--- src/rtl/burst_col_gen_pkg.sv ---
package burst_col_gen_pkg;
  typedef enum logic {
    ORD_SEQUENTIAL  = 1'b0,
    ORD_INTERLEAVED = 1'b1
  } burst_order_e;
endpackage

--- src/rtl/bcg_len_decode.sv ---
module bcg_len_decode #(
  parameter int CODE_W  = 3,
  parameter int MAX_LOG = 3,
  localparam int LOG_W  = $clog2(MAX_LOG + 1)
) (
  input  logic [CODE_W-1:0] code_i,
  output logic [LOG_W-1:0]  len_log_o,
  output logic              reserved_o
);
  always_comb begin
    if (code_i > CODE_W'(MAX_LOG)) begin
      reserved_o = 1'b1;
      len_log_o  = '0;
    end else begin
      reserved_o = 1'b0;
      len_log_o  = code_i[LOG_W-1:0];
    end
  end
endmodule

--- src/rtl/bcg_beat_ctr.sv ---
module bcg_beat_ctr #(
  parameter int MAX_LOG = 3,
  localparam int LOG_W  = $clog2(MAX_LOG + 1)
) (
  input  logic               clk,
  input  logic               rst_n,
  input  logic               load_i,
  input  logic               stop_i,
  input  logic [LOG_W-1:0]   len_log_i,
  output logic               active_o,
  output logic [MAX_LOG-1:0] beat_o,
  output logic [LOG_W-1:0]   len_log_o,
  output logic               last_o
);
  logic [MAX_LOG-1:0] final_beat;

  assign final_beat = {MAX_LOG{1'b1}} >> (MAX_LOG - int'(len_log_o));
  assign last_o     = active_o && (beat_o == final_beat);

  always_ff @(posedge clk or negedge rst_n) begin
    if (!rst_n) begin
      active_o  <= 1'b0;
      beat_o    <= '0;
      len_log_o <= '0;
    end else if (load_i) begin
      active_o  <= 1'b1;
      beat_o    <= '0;
      len_log_o <= len_log_i;
    end else if (stop_i || last_o) begin
      active_o  <= 1'b0;
      beat_o    <= '0;
    end else if (active_o) begin
      beat_o    <= beat_o + 1'b1;
    end
  end

  // a command always starts from beat zero
  p_load_starts_r7: assert property (@(posedge clk) disable iff (!rst_n)
    load_i |=> (active_o && beat_o == '0));

  // the final beat without a new command leaves the generator idle
  p_last_then_idle_r6: assert property (@(posedge clk) disable iff (!rst_n)
    (last_o && !load_i) |=> !active_o);

  // stop without a command empties the generator
  p_stop_clears_r8: assert property (@(posedge clk) disable iff (!rst_n)
    (stop_i && !load_i) |=> !active_o);

  // the beat count never passes the latched length
  p_beat_in_len_r2: assert property (@(posedge clk) disable iff (!rst_n)
    active_o |-> (beat_o <= final_beat));
endmodule

--- src/rtl/bcg_addr_form.sv ---
module bcg_addr_form
  import burst_col_gen_pkg::*;
#(
  parameter int COL_W   = 9,
  parameter int MAX_LOG = 3,
  localparam int LOG_W  = $clog2(MAX_LOG + 1)
) (
  input  logic [COL_W-1:0]   base_i,
  input  burst_order_e       order_i,
  input  logic [MAX_LOG-1:0] beat_i,
  input  logic [LOG_W-1:0]   len_log_i,
  output logic [COL_W-1:0]   col_o
);
  logic [MAX_LOG-1:0] seq_low;
  logic [MAX_LOG-1:0] intl_low;

  assign seq_low  = base_i[MAX_LOG-1:0] + beat_i;
  assign intl_low = base_i[MAX_LOG-1:0] ^ beat_i;

  for (genvar i = 0; i < COL_W; i++) begin : g_bit
    if (i < MAX_LOG) begin : g_low
      logic in_seg;
      assign in_seg   = (i < int'(len_log_i));
      assign col_o[i] = !in_seg ? base_i[i] :
                        (order_i == ORD_INTERLEAVED) ? intl_low[i] : seq_low[i];
    end else begin : g_high
      assign col_o[i] = base_i[i];
    end
  end
endmodule

--- src/rtl/burst_col_gen.sv ---
module burst_col_gen
  import burst_col_gen_pkg::*;
#(
  parameter int COL_W   = 9,
  parameter int CODE_W  = 3,
  parameter int MAX_LOG = 3
) (
  input  logic              clk,
  input  logic              rst_n,
  input  logic              cmd_valid_i,
  input  logic [COL_W-1:0]  cmd_col_i,
  input  logic [CODE_W-1:0] cmd_len_code_i,
  input  logic              cmd_interleave_i,
  input  logic              stop_i,
  output logic              col_valid_o,
  output logic [COL_W-1:0]  col_o,
  output logic              col_last_o
);
  localparam int LOG_W = $clog2(MAX_LOG + 1);

  logic [LOG_W-1:0]   dec_len_log;
  logic               dec_reserved;
  logic [LOG_W-1:0]   cur_len_log;
  logic [MAX_LOG-1:0] cur_beat;
  logic [COL_W-1:0]   base_q;
  burst_order_e       order_q;

  bcg_len_decode #(.CODE_W(CODE_W), .MAX_LOG(MAX_LOG)) u_dec (
    .code_i     (cmd_len_code_i),
    .len_log_o  (dec_len_log),
    .reserved_o (dec_reserved)
  );

  bcg_beat_ctr #(.MAX_LOG(MAX_LOG)) u_ctr (
    .clk       (clk),
    .rst_n     (rst_n),
    .load_i    (cmd_valid_i),
    .stop_i    (stop_i),
    .len_log_i (dec_len_log),
    .active_o  (col_valid_o),
    .beat_o    (cur_beat),
    .len_log_o (cur_len_log),
    .last_o    (col_last_o)
  );

  always_ff @(posedge clk or negedge rst_n) begin
    if (!rst_n) begin
      base_q  <= '0;
      order_q <= ORD_SEQUENTIAL;
    end else if (cmd_valid_i) begin
      base_q  <= cmd_col_i;
      order_q <= burst_order_e'(cmd_interleave_i);
    end
  end

  bcg_addr_form #(.COL_W(COL_W), .MAX_LOG(MAX_LOG)) u_form (
    .base_i    (base_q),
    .order_i   (order_q),
    .beat_i    (cur_beat),
    .len_log_i (cur_len_log),
    .col_o     (col_o)
  );

  // a reserved length code runs for a single beat
  p_reserved_len1_r9: assert property (@(posedge clk) disable iff (!rst_n)
    (cmd_valid_i && dec_reserved) |=> (col_valid_o && col_last_o));

  // upper column bits hold from beat to beat within one burst
  p_upper_fixed_r5: assert property (@(posedge clk) disable iff (!rst_n)
    (col_valid_o && !cmd_valid_i) |=>
      (!col_valid_o || col_o[COL_W-1:MAX_LOG] == $past(col_o[COL_W-1:MAX_LOG])));
endmodule

--- config.mk ---
export PLATFORM = sky130hd
export DESIGN_NAME = burst_col_gen
export DESIGN_NICKNAME = d
export VERILOG_FILES = /design/src/rtl/burst_col_gen_pkg.sv /design/src/rtl/bcg_len_decode.sv /design/src/rtl/bcg_beat_ctr.sv /design/src/rtl/bcg_addr_form.sv /design/src/rtl/burst_col_gen.sv
export SDC_FILE = /design/constraint.sdc
export NUM_CORES = 1
export LEC_CHECK = 0
export ABC_AREA = 0
export CORE_MARGIN = 5
export CORE_UTILIZATION = 40
export CTS_CLUSTER_SIZE = 20
export DETAILED_ROUTE_END_ITERATION = 16
export PLACE_DENSITY = 0.71
export SLEW_MARGIN = 15
export SYNTH_ARGS = -nofsm -noshare
export SYNTH_HDL_FRONTEND = slang
export SYNTH_SLANG_ARGS = --single-unit
--- constraint.sdc ---
create_clock -name clk -period 2.1 [get_ports clk]
set_input_delay 0.21 -clock clk [delete_from_list [all_inputs] [get_ports clk]]
set_output_delay 0.21 -clock clk [all_outputs]
set_load 0.005 [all_outputs]
Yosys cells after proc, flatten, opt, wreduce, memory -nomap -nowiden
Index checks and enable logic that the tools add are counted.
W data, S select, Z words.
{ "op_classes": {"n_eq_ne": 1, "n_reduce_logical": 4, "add_sub_neg": 3, "muxes": 12, "shift": 1, "order_cmp": 4, "bitwise": 1} }
{ "ops": {"columns": ["op", "count"], "rows": [
  ["$shr A3 B32 Y3 const A", 1],
  ["$mux W3", 3],
  ["$mux W1", 8],
  ["$lt A1 B2 Y1 const A", 2],
  ["$add A3 B1 Y3 const B", 1],
  ["$add A3 B3 Y3", 1],
  ["$eq A3 B3 Y1", 1],
  ["$gt A3 B2 Y1 const B", 1],
  ["$reduce_bool A3 Y1", 1],
  ["$sub A2 B2 Y3 const A", 1],
  ["$xor A3 B3 Y3", 1],
  ["$lt A2 B2 Y1 const A", 1],
  ["$mux W2", 1],
  ["$reduce_bool A2 Y1", 1],
  ["$logic_and A1 B1 Y1", 1],
  ["$logic_or A1 B1 Y1", 1]
]} }
{ "totals": {"elab_cells": 31, "output_inout_bits": 11, "reg_bits": 16} }

Longest topological paths before layout
Gate-level depths: netlist of run 1.
{ "logic_depth": {"ltp_word": 7, "ltp_mapped": 6, "ltp_nobuf": 6} }

Cells and area by module
A second synthesis of run 1 with hierarchy kept.
{ "hier_totals": {"cells_unflattened": 76, "hier_area_um2": 924.6} }
{ "by_module_without_submodules": {"columns": ["module", "instances", "seq_area_each_um2", "cells_each", "area_per_inst_um2"], "rows": [
  ["burst_col_gen", 1, 250.2, 21, 411.6],
  ["bcg_beat_ctr", 1, 150.1, 30, 332.8],
  ["bcg_addr_form", 1, 0.0, 22, 163.9],
  ["bcg_len_decode", 1, 0.0, 3, 16.3]
]} }

Worst setup path before layout of run 1
No wires, ideal clock.
{ "synth_path": {"path_kind": "reg-to-output", "from": "reg u_ctr.beat_o[0]", "to": "out col_o[2]", "path_stages_with_launch": 7, "required_time_ns": 1.890, "path_slack_ns": 0.356, "arrival_time_ns": 1.534, "path_cell_list": "dfrtp_1 ha_1 fa_1 nor2b_1 xnor2_1 nand3_1 xnor2_1"} }
{ "synth_via": {"elab_chain_cells": 3} }
{ "synth_rtl": {"columns": ["item", "line", "text"], "rows": [
  ["start: declaration", "bcg_beat_ctr.sv:11", "output logic [MAX_LOG-1:0] beat_o,"],
  ["start signal: assignment", "bcg_beat_ctr.sv:33", "beat_o <= beat_o + 1'b1;"],
  ["$add A3 B3 Y3", "bcg_addr_form.sv:17", "assign seq_low = base_i[MAX_LOG-1:0] + beat_i;"],
  ["$mux W1", "bcg_addr_form.sv:25", "(order_i == ORD_INTERLEAVED) ? intl_low[i] : seq_low[i];"],
  ["$mux W1", "bcg_addr_form.sv:24", "assign col_o[i] = !in_seg ? base_i[i] :"],
  ["end: declaration", "burst_col_gen.sv:16", "output logic [COL_W-1:0] col_o,"]
]} }
No other way between the ends.

Worst setup path after layout of run 1
{ "layout_path": {"from": "reg base_q[0]", "to": "out col_o[2]"} }
{ "layout_via": {"elab_chain_cells": 3} }
{ "layout_rtl": {"columns": ["item", "line", "text"], "rows": [
  ["start: declaration", "burst_col_gen.sv:25", "logic [COL_W-1:0] base_q;"],
  ["start signal: assignment", "burst_col_gen.sv:51", "base_q <= cmd_col_i;"],
  ["$add A3 B3 Y3", "bcg_addr_form.sv:17", null],
  ["$mux W1", "bcg_addr_form.sv:25", null],
  ["$mux W1", "bcg_addr_form.sv:24", null]
]} }
No other way between the ends.

==> flow_summary.json, run 1 <==
{
  "status": "complete, no violations",
  "antenna_found_initial": 0,
  "cts_buffers": 3,
  "clk_pin_slew_ns": 0.10,
  "synth_warnings": 0,
  "ioPinCount": 28,
  "holdWs_ns": 0.3482,
  "ys_top_cells_by_area": "dfrtp_1 46%, mux2_2 14%, buf_4 5.1%",
  "p_per_area_nw_per_um2": 596.4,
  "final_antenna_net_count": 0,
  "finalMaxSlewViolations": 0,
  "wirelength_um": 1890,
  "grt_start_max_net_pins": 17,
  "hold_viol_final": 0,
  "fmax_mhz": 485.5,
  "min_period_over_period": 0.9808,
  "overflow": 0,
  "finalWeightedCongestion": 0.7734,
  "post_drt_wl_per_cell_um": 14.00,
  "vias_per_cell": 4.978,
  "drc_errors": 0,
  "cts.path.max_buffers": 2,
  "stdcell_area_sq_um": 1245,
  "grt_pass1_wl_um": 3167,
  "seq_area_sq_um": 400.4,
  "syn_inst": 74,
  "vias": 672,
  "drv_cap": 0,
  "fp.dieArea_sq_um": 3226,
  "leakage_uw": 0.0005505,
  "crit_fanout": 2,
  "core_area_sq_um": 2148,
  "ctsHoldBuffers": 0,
  "rsz0062_at_grt": "yes",
  "fillers": 186,
  "num_antenna_cells": 0,
  "ir_drop_uv": 422.3,
  "ff2ff_path_depth": 5,
  "max_slew_margin": 0.5031,
  "worstMarginPinSlew_ns": 0.7430,
  "final_net_count": 129,
  "drt_first_pass_iters": 4,
  "synth_edf_count": 0,
  "core.rowCount": 17,
  "ys_ff_latch": 16,
  "clk_latency_ns": 0.29,
  "final_common_cell": "clkdlybuf4s50_1",
  "fin_setup_tns_ns": 0,
  "yosysUniqueCellTypes": 28,
  "ys_seq_area_frac": 0.4571,
  "ys.flop_type": "dfrtp_1",
  "clock_sinks": 16,
  "h-tree-depth": 1,
  "grt_pass1_vias": 703,
  "startpoint_type": "register",
  "placed_area_sq_um": 1170,
  "drtIter0Drc": 18,
  "final_cell_mix": "24 x clkdlybuf4s50_1, 16 x dfrtp_1, 11 x mux2_2, 11 x buf_4, 4 x nor2_1",
  "track_usage": 0.1249,
  "async_flop_share": 1.000,
  "finalSetupViolations": 0,
  "syn_nets": 95,
  "crit_required_ns": 1.89,
  "crit_type": "register to output port",
  "multiInputGateArea_sq_um": 419.2,
  "worstPathArrival_ns": 1.85,
  "die_y_um": 56.80,
  "synth_top_area_cell": "dfrtp_1",
  "cts_root_buf": "clkbuf_4",
  "end_kind": "output port",
  "hpwlAfterDp_um": 1451,
  "syn_avg_cell_area_sq_um": 11.84,
  "area_growth_pct": 42.14,
  "initial_core_util": 0.4077,
  "hold_class": "primary input to asynchronous set/reset pin",
  "min_period_ns": 2.060,
  "clock_skew_ns": 0.002180,
  "synth_top_cell_area_share": 0.4571,
  "die_width_um": 56.80,
  "cts_tree": "yes",
  "netlist_area_sq_um": 875.8,
  "port_buffers": 27,
  "drive_gt1_frac": 0.3178
}
==> final cells by class <==
type	count	area share
Multi-Input combinational cell	47	0.3367
Timing Repair Buffer	38	0.2784
Inverter	2	0.006030
Tap cell	28	0.02814
Clock buffer	4	0.02915
Sequential cell	16	0.3216
==> cells by family (layout without fill, tap and decap cells) <==
| group | count (synthesis) | in the layout | synth area share |
|---|---|---|---|
| AOI/OAI and AO/OA | 12 | 12 | 0.1114 |
| buffers and inverters | 11 | 44 | 0.08143 |
| and+or+nand+nor | 16 | 16 | 0.1014 |
| DFF | 16 | 16 | 0.4571 |
| xor gates and xnor gates | 3 | 3 | 0.03001 |
| muxes | 12 | 12 | 0.1529 |
| adders and majority gates | 4 | 4 | 0.06572 |
==> where the power goes <==
group	total, uW	internal (uW)	switching [uW]
clock	213	106	108
combinational	178	117	60.6
sequential	352	332	19.4
total	743	555	188
==> worst max-delay path, stage by stage (launching register included) <==
cell and delay [ns]:
dfrtp_1 0.40, ha_2 0.19, fa_2 0.32, nor2b_4 0.13, xnor2_1 0.14, nand3_1 0.11
xnor2_1 0.15, buf_2 0.13
==> metal layers <==
layer / vias up / global-route usage / share of wire
met4: 0 / 0.06623 / 0.012
li1: 321 / - / -
met3: 2 / 0.02069 / 0.041
met1: 333 / 0.1558 / 0.43
met5: - / 0 / 0
met2: 16 / 0.2046 / 0.52
==> sequential cells by signal, indices dropped and copies added, names as in the netlist <==
| register | count |
|---|---|
| u_ctr.active_o | 1 |
| u_ctr.len_log_o | 2 |
| base_q | 9 |
| u_ctr.beat_o | 3 |
| order_q | 1 |
==> synth_stat cells (all sizes together) (2+ instances only) <==
master / instances
nor4b: 2
nand2: 3
a41o: 2
nor2: 5
ha: 3
a21oi: 2
dfrtp: 16
buf: 7
xnor2: 2
mux2: 11
o2bb2ai: 3
clkbuf: 2
nand3: 2
inv: 2
==> final timing paths <==
check	slack, ns	startpoint	end
setup / recovery	0.04	base_q[0]$_DFFE_PN0P_	col_o[2]
hold / removal	0.35	rst_n	base_q[2]$_DFFE_PN0P_
setup reg to reg	0.48	u_ctr.beat_o[1]$_DFFE_PN0P_	u_ctr.beat_o[2]$_DFFE_PN0P_
hold reg to reg	0.52	base_q[7]$_DFFE_PN0P_	base_q[7]$_DFFE_PN0P_
max in group asynchronous	1.29	rst_n	base_q[3]$_DFFE_PN0P_
min in group clk	0.46	cmd_len_code_i[0]	u_ctr.len_log_o[0]$_DFFE_PN0P_
==> what timing repair did <==
| item | 4_1_cts | 5_1_grt |
|---|---|---|
| setup buffers | 1 | 3 |
| gates resized for setup | 4 | 8 |
| endpoints found under the setup margin | 3 | 3 |
| pin swaps | 2 | 5 |
| gates cloned | 0 | 0 |
==> through the flow <==
stage	std cells	utilization	power (uW)	worst slack [ns]
after floorplan	74	-	441.8	0.3563
after CTS	132	0.5644	746.5	-0.1027
after global placement	127	0.5446	529.6	-0.04548
final	135	0.5795	742.5	0.04038
after detailed placement	127	0.5446	534.7	-0.06107
after global routing	135	0.5795	786.0	-0.05883
Note: power is estimated with default switching activity, not from simulation.
==> run 2, diff against run 1 <==
Settings changed: CTS_BUF_LIST set to sky130_fd_sc_hd__clkbuf_8, SLEW_MARGIN 15 to unset.
==> run 2 against run 1 <==
Via count rose by 0.45%. Maximum frequency is 2.7% higher. Clock power grew 33%. Register-to-register slack is essentially flat. Combinational power decreased by 3%. Worst setup slack improved by 0.054 ns. Total power grew 8.9%. Die area did not move.
==> flow_summary.json, run 2 (synthesized netlist as in run 1, its figures left out) <==
{
  "finalWeightedCongestion": 0.7734,
  "grt_start_max_net_pins": 17,
  "hold_class": "primary input to asynchronous set/reset pin",
  "final_cell_mix": "24 x clkdlybuf4s50_1, 16 x dfrtp_1, 11 x mux2_2, 10 x buf_4, 5 x nor2_1",
  "p_clk_frac": 0.350,
  "drv_cap": 0,
  "slowest_stage": "dfrtp_1",
  "clk_pin_slew_ns": 0.07,
  "pwr-share-comb": 0.214,
  "worstMarginPinSlew_ns": 0.7493,
  "reg_top3": "base_q: 9 flops, u_ctr.beat_o: 3 flops, u_ctr.len_log_o: 2 flops",
  "overflow": 0,
  "core_area_sq_um": 2148,
  "vias_per_cell": 5.037,
  "status": "complete, no violations",
  "ff2ff_path_depth": 5,
  "cts_root_buf": "clkbuf_8",
  "cts.path.max_buffers": 2,
  "port_buffers": 27,
  "r2r-end": "u_ctr.beat_o[2]$_DFFE_PN0P_",
  "fin_setup_tns_ns": 0,
  "die_y_um": 56.80,
  "top_register": "base_q",
  "end_kind": "output port",
  "h-tree-depth": 1,
  "area_growth_pct": 43.00,
  "clock_skew_ns": 0.005637,
  "crit_fanout": 2,
  "min_period_ns": 2.006,
  "cts_buffers": 3,
  "crit_required_ns": 1.89,
  "post_drt_wl_per_cell_um": 14.20,
  "switchingPower_uw": 195.2,
  "hold_viol_final": 0,
  "drc_errors": 0,
  "finalMaxSlewViolations": 0,
  "p_per_area_nw_per_um2": 645.6,
  "clk_latency_ns": 0.25,
  "fp.dieArea_sq_um": 3226,
  "drtIter0Drc": 8,
  "worstPathArrival_ns": 1.80,
  "grt_pass1_wl_um": 3146,
  "final_common_cell": "clkdlybuf4s50_1",
  "internal-power_uw": 613.4,
  "ctsHoldBuffers": 0,
  "critPathMaxStageDelay_ns": 0.39,
  "core.rowCount": 17,
  "vias": 675,
  "timing.rr.start": "u_ctr.beat_o[1]$_DFFE_PN0P_",
  "min_period_over_period": 0.9551,
  "wirelength_um": 1903,
  "worstPathCellList": "ha_2 -> fa_2 -> nor2b_4 -> xnor2_1 -> nand3_1 -> xnor2_1 -> buf_2",
  "die_width_um": 56.80,
  "leakage_uw": 0.0005532,
  "finalSetupViolations": 0,
  "initial_core_util": 0.4077,
  "stdcell_area_sq_um": 1252,
  "fmax_mhz": 498.6,
  "drt_first_pass_iters": 4,
  "drive_gt1_frac": 0.3019,
  "cts_tree": "yes",
  "final_net_count": 128,
  "track_usage": 0.1245,
  "num_antenna_cells": 0,
  "placed_area_sq_um": 1170,
  "rsz0062_at_grt": "yes",
  "pwr-share-seq": 0.436,
  "clock_sinks": 16,
  "max_slew_margin": 0.4989,
  "startpoint_type": "register",
  "cp_common_cell": "xnor2_1",
  "largest_reg_flops": 9,
  "ioPinCount": 28,
  "p_sw_frac": 0.2414,
  "hpwlAfterDp_um": 1451,
  "antenna_found_initial": 0,
  "final_antenna_net_count": 0,
  "ir_drop_uv": 430.3,
  "rrSetupSlack_ns": 0.48,
  "crit_type": "register to output port",
  "grt_pass1_vias": 698
}
## run 2: changes by cell type in the layout (fill, tap and decap cells not counted)
cell / before / now
clkbuf_4: 3 / 0
buf_4: 11 / 10
clkdlybuf4s15_1: 1 / 0
clkbuf_8: 1 / 4
nor2_2: 1 / 0
dlygate4sd2_1: 1 / 2
nor2_1: 4 / 5
## run 2: critical path: cells and delay by family (launching register included)
family | cells | cell delay, ns
buffers and inverters | 1 | 0.13
DFF | 1 | 0.39
and+or+nand+nor | 2 | 0.23
xor gates and xnor gates | 2 | 0.29
adders and majority gates | 2 | 0.50
## run 2: area by class of cell
cell class | count | area, sq um
Clock buffer | 4 | 55.05
Timing Repair Buffer | 37 | 337.8
Sequential cell | 16 | 400.4
Fill cell | 185 | 895.9
Multi-Input combinational cell | 47 | 416.7
Inverter | 2 | 7.507
Tap cell | 28 | 35.03
## run 2: per-stage QoR
| step | util | hold WS, ns | std cells | power [uW] | setup slack, ns |
|---|---|---|---|---|---|
| floorplan | - | -0.08559 | 74 | 441.8 | 0.3563 |
| finish | 0.5830 | 0.3950 | 134 | 808.6 | 0.09433 |
| global route | 0.5830 | 0.4557 | 134 | 850.1 | -0.001219 |
| detailed placement | 0.5446 | 0.4948 | 127 | 534.7 | -0.06107 |
| CTS | 0.5731 | 0.4225 | 132 | 810.5 | -0.04073 |
| global placement | 0.5446 | 0.4887 | 127 | 529.6 | -0.04548 |
## run 2: power groups by stage
stage	sequential (uW)	combinational, uW	clock (uW)
after global routing	356	190	304
after CTS	352	173	286
after global placement	356	174	0
final	353	173	283
after detailed placement	357	177	0
after floorplan	355	86.4	0
## run 2: what timing repair did
item	4_1_cts	5_1_grt
setup endpoints to repair	3	1
setup buffers	1	2
gates resized for setup	4	6
pin swaps	2	4
## run 2: worst max path at each step
stage,depth (start not counted),to,from
2_1_floorplan,6,col_o[2],u_ctr.beat_o[0]$_DFFE_PN0P_
4_1_cts,7,col_o[2],u_ctr.beat_o[0]$_DFFE_PN0P_
5_1_grt,7,col_o[2],base_q[0]$_DFFE_PN0P_
6_report,7,col_o[2],u_ctr.beat_o[0]$_DFFE_PN0P_
3_5_place_dp,7,col_o[2],u_ctr.beat_o[0]$_DFFE_PN0P_
3_3_place_gp,7,col_o[2],u_ctr.beat_o[0]$_DFFE_PN0P_
## run 2: metal layers
metal,GRT usage,vias up,wire (um)
met2,0.2013,20,968
met4,0.05629,0,22
met1,0.1572,332,823
li1,-,321,-
met3,0.02759,2,89
met5,0,-,0
